### config.mk
export PLATFORM = sky130hd
export DESIGN_NAME = modulus_dds
export DESIGN_NICKNAME = d
export VERILOG_FILES = /design/src/rtl/dds_pkg.sv /design/src/rtl/dds_tune_fold.sv /design/src/rtl/dds_phase_acc.sv /design/src/rtl/dds_sine_rom.sv /design/src/rtl/modulus_dds.sv
export SDC_FILE = /design/constraint.sdc
export NUM_CORES = 1
export LEC_CHECK = 0
export CORE_UTILIZATION = 30
export CTS_CLUSTER_DIAMETER = 150
export DETAILED_ROUTE_END_ITERATION = 10
export DONT_BUFFER_PORTS = 1
export MAX_ROUTING_LAYER = met4
export PLACE_DENSITY = 0.47
export SKIP_LAST_GASP = 1
export SLEW_MARGIN = 20
export SYNTH_ARGS = -nofsm -noshare
export SYNTH_HDL_FRONTEND = slang
export SYNTH_SLANG_ARGS = --single-unit
### constraint.sdc
create_clock -name clk -period 4.2 [get_ports clk]
set_clock_uncertainty 0.2 [all_clocks]
set_input_delay 0.21 -clock clk [delete_from_list [all_inputs] [get_ports clk]]
set_output_delay 0.21 -clock clk [all_outputs]
set_load 0.01 [all_outputs]
### src/rtl/dds_pkg.sv
package dds_pkg;

  localparam real TWO_PI = 6.283185307179586;

  // Fixed-point amplitude for table slot idx; evaluated at elaboration only.
  function automatic int sine_entry(input int idx, input int modulus, input int width);
    real shrink;
    real scaled;
    int  mag;
    shrink = 1.0 - (1.0 / (2.0 ** (width - 2)));
    scaled = shrink * $sin(TWO_PI * idx / modulus) * (2.0 ** (width - 1));
    if (scaled >= 0.0) begin
      mag = $rtoi($floor(scaled + 0.5));
      return mag;
    end
    mag = $rtoi($floor(-scaled + 0.5));
    return -mag;
  endfunction

endpackage

### src/rtl/dds_tune_fold.sv
module dds_tune_fold #(
  parameter int MODULUS = 20,
  localparam int PH_W   = $clog2(MODULUS)
) (
  input  logic [PH_W-1:0] tune_raw,
  output logic [PH_W-1:0] tune_fold
);

  localparam logic [PH_W:0] LIM = (PH_W+1)'(MODULUS);

  generate
    if (MODULUS == (1 << PH_W)) begin : g_pow2
      // every code already lies below the modulus
      assign tune_fold = tune_raw;
    end else begin : g_fold
      // 2^PH_W < 2*MODULUS, so a single subtraction reaches tune mod MODULUS
      logic [PH_W:0] wide;
      logic [PH_W:0] less;
      assign wide = {1'b0, tune_raw};
      assign less = wide - LIM;
      assign tune_fold = (wide >= LIM) ? less[PH_W-1:0] : tune_raw;
    end
  endgenerate

endmodule

### src/rtl/dds_phase_acc.sv
module dds_phase_acc #(
  parameter int MODULUS = 20,
  localparam int PH_W   = $clog2(MODULUS)
) (
  input  logic            clk,
  input  logic            rst,
  input  logic            en,
  input  logic [PH_W-1:0] step,
  output logic [PH_W-1:0] idx
);

  localparam logic [PH_W:0] LIM = (PH_W+1)'(MODULUS);

  logic [PH_W:0]   sum;
  logic [PH_W:0]   sum_wrapped;
  logic [PH_W-1:0] idx_next;

  always_comb begin
    sum         = {1'b0, idx} + {1'b0, step};
    sum_wrapped = sum - LIM;
    idx_next    = (sum >= LIM) ? sum_wrapped[PH_W-1:0] : sum[PH_W-1:0];
  end

  always_ff @(posedge clk) begin
    if (rst) begin
      idx <= '0;
    end else if (en) begin
      idx <= idx_next;
    end
  end

endmodule

### src/rtl/dds_sine_rom.sv
module dds_sine_rom #(
  parameter int MODULUS = 20,
  parameter int DATA_W  = 16,
  localparam int PH_W   = $clog2(MODULUS)
) (
  input  logic                     clk,
  input  logic                     rst,
  input  logic [PH_W-1:0]          addr,
  output logic signed [DATA_W-1:0] dout
);

  import dds_pkg::*;

  logic signed [DATA_W-1:0] mem [MODULUS];

  initial begin
    for (int i = 0; i < MODULUS; i++) begin
      mem[i] = DATA_W'(sine_entry(i, MODULUS, DATA_W));
    end
  end

  // synchronous read with output register
  always_ff @(posedge clk) begin
    if (rst) begin
      dout <= '0;
    end else begin
      dout <= mem[addr];
    end
  end

endmodule

### src/rtl/modulus_dds.sv
module modulus_dds #(
  parameter int MODULUS = 20,
  parameter int DATA_W  = 16,
  localparam int PH_W   = $clog2(MODULUS)
) (
  input  logic                     clk,
  input  logic                     rst,
  input  logic                     en,
  input  logic [PH_W-1:0]          tune,
  output logic [PH_W-1:0]          phase,
  output logic signed [DATA_W-1:0] sample
);

  logic [PH_W-1:0] step;

  dds_tune_fold #(.MODULUS(MODULUS)) u_fold (
    .tune_raw  (tune),
    .tune_fold (step)
  );

  dds_phase_acc #(.MODULUS(MODULUS)) u_acc (
    .clk  (clk),
    .rst  (rst),
    .en   (en),
    .step (step),
    .idx  (phase)
  );

  dds_sine_rom #(.MODULUS(MODULUS), .DATA_W(DATA_W)) u_rom (
    .clk  (clk),
    .rst  (rst),
    .addr (phase),
    .dout (sample)
  );

endmodule

=== After elaboration in Yosys (flattened, before gate mapping) ===
Memories as Yosys holds them, arrays and structs flattened. A register that Yosys moved wholly into a read port is not among the register bits.
Index checks and enable logic that the tools add are counted.

* Flip-flop bits (word level): 5
* Bits in latches: 0
* Bits in writable memories: 0
* Bits in read-only memories: 320
* Output and inout port bits: 21
* Logic and storage cells: 9
* Memories kept: 1

* Add/subtract/negate cells: 3
* Multipliers: 0
* Divide/modulo/power cells: 0
* Magnitude comparators: 2
* Equality and inequality tests: 0
* Shifts and indexed selects: 0
* Mux-type cells: 2
* Bitwise gates (word level): 0
* Reduce and logical (&&, ||, !) cells: 0

{| class="wikitable"
|+ Memories
! name !! depth !! bits a word !! rd ports !! clocked after Yosys merged registers in !! wr ports !! RTL line !! RTL
|-
| u_rom.mem || 20 || 16 || 1 || 1 || 0 || dds_sine_rom.sv:14 || <nowiki>logic signed [DATA_W-1:0] mem [MODULUS];</nowiki>
|}

{| class="wikitable"
|+ Operators with widths
! cell !! count
|-
| 5-bit two-way mux || 2
|-
| 5-bit subtractor (second input constant) || 2
|-
| 5-bit by 5-bit adder with 6-bit output || 1
|-
| 6-bit by 5-bit >= comparator with 1-bit output (second input constant) || 1
|-
| 5-bit >= comparator (second input constant) || 1
|}

=== Longest topological paths before layout ===
* Depth after elaboration: 5
* Depth in mapped cells: 15
* Depth with buffers taken out: 15

=== Modules after synthesis ===
A second synthesis with hierarchy kept.

* Cells, all modules: 149
* Area, all modules: 1280.0 µm²

{| class="wikitable"
|+ By module, submodules not included
! module !! instances !! cells an instance !! area each (µm²)
|-
| dds_sine_rom || 1 || 88 || 737.0
|-
| dds_phase_acc || 1 || 47 || 432.9
|-
| dds_tune_fold || 1 || 14 || 110.1
|}

=== Worst setup path before layout ===
Ideal clock, no wire load.

* Kind: in2reg
* Start: input port tune[3]
* End: register u_acc.idx[3]
* Setup time: 0.122 ns
* Arrival: 2.419 ns
* Setup slack: 1.459 ns
* Cell stages on the path: 14
* Buffers on the path: 0
* Path through: inv_1 -> ha_1 -> a211oi_1 -> nor2_1 -> nand2_1 -> o21ai_0 -> ha_1 -> a21oi_1 -> nand2_1 -> xnor2_1 -> ha_1 -> a31oi_1 -> o21a_1 -> o311a_1

* Cells in the longest elaborated chain, start to end: 5
* Elaborated cells between the ends (all ways): 7
* Those cells by class: add/sub (3); order compare (2); mux (2)

{| class="wikitable"
|+ Ends and longest elaborated chain
! what !! RTL line !! RTL
|-
| start: declaration || modulus_dds.sv:9 || <nowiki>input logic [PH_W-1:0] tune,</nowiki>
|-
| 5-bit subtractor / 5-bit >= comparator (equally long branches) || dds_tune_fold.sv:20, dds_tune_fold.sv:21 ||
|-
| 5-bit two-way mux (*) || dds_tune_fold.sv:21 || <nowiki>assign tune_fold = (wide >= LIM) ? less[PH_W-1:0] : tune_raw;</nowiki>
|-
| 5-bit by 5-bit adder with 6-bit output (*) || dds_phase_acc.sv:19 || <nowiki>sum = {1'b0, idx} + {1'b0, step};</nowiki>
|-
| 5-bit subtractor / 6-bit by 5-bit >= comparator with 1-bit output (equally long branches) || dds_phase_acc.sv:20, dds_phase_acc.sv:21 ||
|-
| 5-bit two-way mux (*) || dds_phase_acc.sv:21 || <nowiki>idx_next = (sum >= LIM) ? sum_wrapped[PH_W-1:0] : sum[PH_W-1:0];</nowiki>
|-
| end signal: assignment || dds_phase_acc.sv:28 || <nowiki>idx <= idx_next;</nowiki>
|-
| end: declaration || dds_phase_acc.sv:9 || <nowiki>output logic [PH_W-1:0] idx</nowiki>
|}

Every way passes the cells marked *; elsewhere a longest branch is shown, timed or not.
A chain may end at the register's enable or synchronous reset.

=== Worst setup path after layout ===
* Start: register u_acc.idx[1]
* End: register u_acc.idx[2]

* Cells in the longest elaborated chain, start to end: 3
* Elaborated cells between the ends (all ways): 4
* Those cells by class: add/sub (2); order compare (1); mux (1)

{| class="wikitable"
|+ Ends and longest elaborated chain
! what !! RTL line
|-
| 5-bit by 5-bit adder with 6-bit output (*) || dds_phase_acc.sv:19
|-
| 5-bit subtractor / 6-bit by 5-bit >= comparator with 1-bit output (equally long branches) || dds_phase_acc.sv:20, dds_phase_acc.sv:21
|-
| 5-bit two-way mux (*) || dds_phase_acc.sv:21
|}

Marked as above.

==> summary.txt <==
Run status
  • Outcome: completed

Floorplan
  • Die Area: 4360 um2
  • # IOs: 29
  • Starting Density: 32.3%
  • CORE AREA: 3800 um2
  • Chip width: 66.0 um
  • Cell Rows: 22
  • Die Span Y: 66.0 um

CTS
  • Post-CTS sizing: 0
  • Clk root buf: clkbuf_8
  • CTS Buf Count: 3
  • Clock-pin slew on the worst setup and hold paths: 0.07 ns
  • Clock tree buffer depth: 2
  • CTS H-Tree Depth: 1
  • Worst skew pair latency: 0.26 ns
  • CTS tree: yes
  • TritonCTS Sinks: 17

STA
  • Fin. Hold Viols: 0
  • Setup violations, final: 0
  • Slew Viols, Final: 0
  • Slew HR: 58.4%
  • RSZ-0062 raised after global routing: false
  • Min Tclk post-route: 2.86 ns
  • Max Freq: 349 MHz
  • WHS: 0.0135 ns
  • Fin crit share: 68.2%
  • Worst Max-Slew Pin Slew: 0.621 ns
  • Final TNS setup: 0 ns

Finish
  • Fraction of layout cells with a size suffix above 1: 8.11%
  • Antenna Cells: 0
  • Area delta synth->final: 6.72%
  • Fin nets: 173

Global route
  • Initial antenna violation count: 0
  • Largest net degree at the start of global routing: 23
  • GRT Overall Usage: 14.8%
  • Busiest layer in global routing: met2
  • M2 GR Usage: 23.3%
  • First-pass GRT wire length: 4.75 mm
  • GR Layer Usage met3: 4.48%
  • Vias in the first global route: 988
  • M1 GR Usage: 17.5%
  • Total grt overflow: 0

Synthesis
  • Post-synth top flop: dfxtp_1
  • Syn nets: 176
  • Seq cells post-synth: 17
  • Sequential share of the synthesized area: 27.7%
  • Yosys Warn Count: 0
  • Mapped Cells: 152
  • Mapped Area: 1230 um2
  • Avg Synthesized Cell Area: 8.08 um2
  • Synth area leader: dfxtp_1
  • Top post-synthesis cells by area: dfxtp_1, ha_1, nor2_1
  • Most numerous cell in the Yosys netlist: nor2_1
  • Synth unique cells: 37
  • Async SR Flop Fraction: 0%
  • Synth top area share: 27.7%
  • Top cells by count, synth: nor2_1, dfxtp_1, ha_1
  • EDFF count, synth: 0

Setup path
  • CP top delay family: adder cells
  • Critical Path AT: 2.78 ns
  • Slack of the worst reg-to-reg path: 1.34 ns
  • Crit-path slowest cell: dfxtp_1
  • CP required: 4.11 ns
  • Reg-to-Reg End: u_acc.idx[2]$_SDFFE_PP0P_
  • WP buf/inv: 2
  • Worst path max stage delay: 0.63 ns
  • CP Capture Type: register
  • Most frequent cell on the critical path: inv_1
  • Critical setup path kind: reg2reg
  • Critical Path, Cell by Cell: inv_1 -> fa_1 -> xor2_1 -> ha_1 -> inv_1 -> a31oi_1 -> o21a_1 -> o221ai_1
  • R2r startpoint: u_acc.idx[1]$_SDFFE_PP0P_
  • Crit-path max FO: 12
  • Worst Setup Start Kind: register
  • Reg2Reg Depth: 8

Power and ir drop
  • Cell area power density: 504 nW/um2
  • VDD IR max: 172 uV
  • Static leakage: 0.552 nW

Drt
  • Via Count: 998
  • DRT iter0 DRCs: 24
  • Drt drc: 0
  • Routed WL: 2.76 mm
  • WL per Instance: 14.1 um
  • ANT nets after route: 0
  • 1st-pass router iterations: 4
  • DR vias/cell: 5.09

Placed design
  • Final HPWL DP: 2.00 mm
  • Routability Congestion: 0.809
  • Port Buf Inserts: 0

Job
  • Max-cap check violation count: 0

Worst hold path
  • Hold EP: u_acc.idx[3]$_SDFFE_PP0P_
  • Hold Path Class: in2reg
  • Min-Delay Path Depth: 3
  • HP Start: en
==> flip-flops by register name, indices dropped and copies added (netlist names) <==
name        count
u_rom.dout     12
u_acc.idx       5
==> layout by cell type (no fill, tap or decap), types with 2 or more instances in the layout <==
master / n
nor2_1: 20
dfxtp_1: 17
ha_1: 15
inv_1: 14
a21oi_1: 9
o21ai_0: 8
nand2_1: 8
a211oi_1: 5
a31oi_1: 5
o21a_1: 3
nand3_1: 3
mux2i_1: 3
nand2b_1: 3
clkbuf_8: 3
dlygate4sd3_1: 3
xnor2_1: 2
o22ai_1: 2
nor3_1: 2
a221oi_1: 2
o2111ai_1: 2
nor3b_1: 2
buf_4: 2
==> power by group <==
group          total [mW]  leakage (nW)  switching, mW  internal [mW]
sequential          0.256         0.140         0.0584          0.198
clock               0.126        0.0255         0.0603         0.0660
combinational       0.279         0.386          0.163          0.116
==> layout make-up <==
type                            count  area, um2
Fill cell                         401       2490
Tap cell                           48       60.1
Sequential cell                    17        340
Multi-Input combinational cell    108        767
Timing Repair Buffer                5       45.0
Clock buffer                        3       41.3
Clock inverter                      1       5.00
Inverter                           14       52.6
==> worst min-delay path: cells and delay by family <==
kind,cells,cell delay [ns]
AO/OA/AOI/OAI,1,0.09
AND/OR/NAND/NOR,2,0.13
==> kinds of logic (layout without fill, tap and decap cells) <==
| logic type | Yosys count | count (layout) | share of synthesized area (%) |
|---|---|---|---|
| buffers and inverters | 27 | 23 | 9.88 |
| AND/OR/NAND/NOR | 43 | 43 | 16.8 |
| multiplexers | 3 | 3 | 2.44 |
| AO/OA/AOI/OAI | 43 | 43 | 24.1 |
| XOR/XNOR | 3 | 3 | 2.14 |
| adder cells (fa/ha/maj) | 16 | 16 | 16.9 |
| flip-flops | 17 | 17 | 27.7 |
==> routing by layer <==
layer  vias up  routed length, um
li1        515                  -
met1       459               1320
met4         0                 46
met3         5                 99
met5         -                  0
met2        19               1290
==> how the worst max path moves through the flow <==
stage | startpoint | to | cells past startpoint
after detailed placement | tune[3] | u_acc.idx[3]$_SDFFE_PP0P_ | 15
after floorplan | tune[3] | u_acc.idx[3]$_SDFFE_PP0P_ | 14
after CTS | u_acc.idx[1]$_SDFFE_PP0P_ | u_acc.idx[2]$_SDFFE_PP0P_ | 8
after global routing | u_acc.idx[1]$_SDFFE_PP0P_ | u_acc.idx[2]$_SDFFE_PP0P_ | 8
after global placement | tune[3] | u_acc.idx[3]$_SDFFE_PP0P_ | 14
final | u_acc.idx[1]$_SDFFE_PP0P_ | u_acc.idx[2]$_SDFFE_PP0P_ | 8
==> repair_timing <==
item,in CTS,in global routing
hold buffers,2,1
hold endpoints to repair,17,1
buffers inserted,0,0
endpoints found under the setup margin,0,0
==> metrics by stage <==
step / area, um2 / power (mW) / cells / util [%] / worst slack [ns]
finish: 1310 / 0.661 / 196 / 34.5 / 1.34
global route: 1310 / 0.724 / 196 / 34.5 / 1.05
CTS: 1300 / 0.667 / 195 / 34.3 / 1.31
detailed placement: 1230 / 0.533 / 189 / 32.5 / 1.22
global placement: 1230 / 0.530 / 189 / 32.5 / 1.31
floorplan: 1230 / 0.496 / 152 / - / 1.46
(Power assumes the default switching activity.)
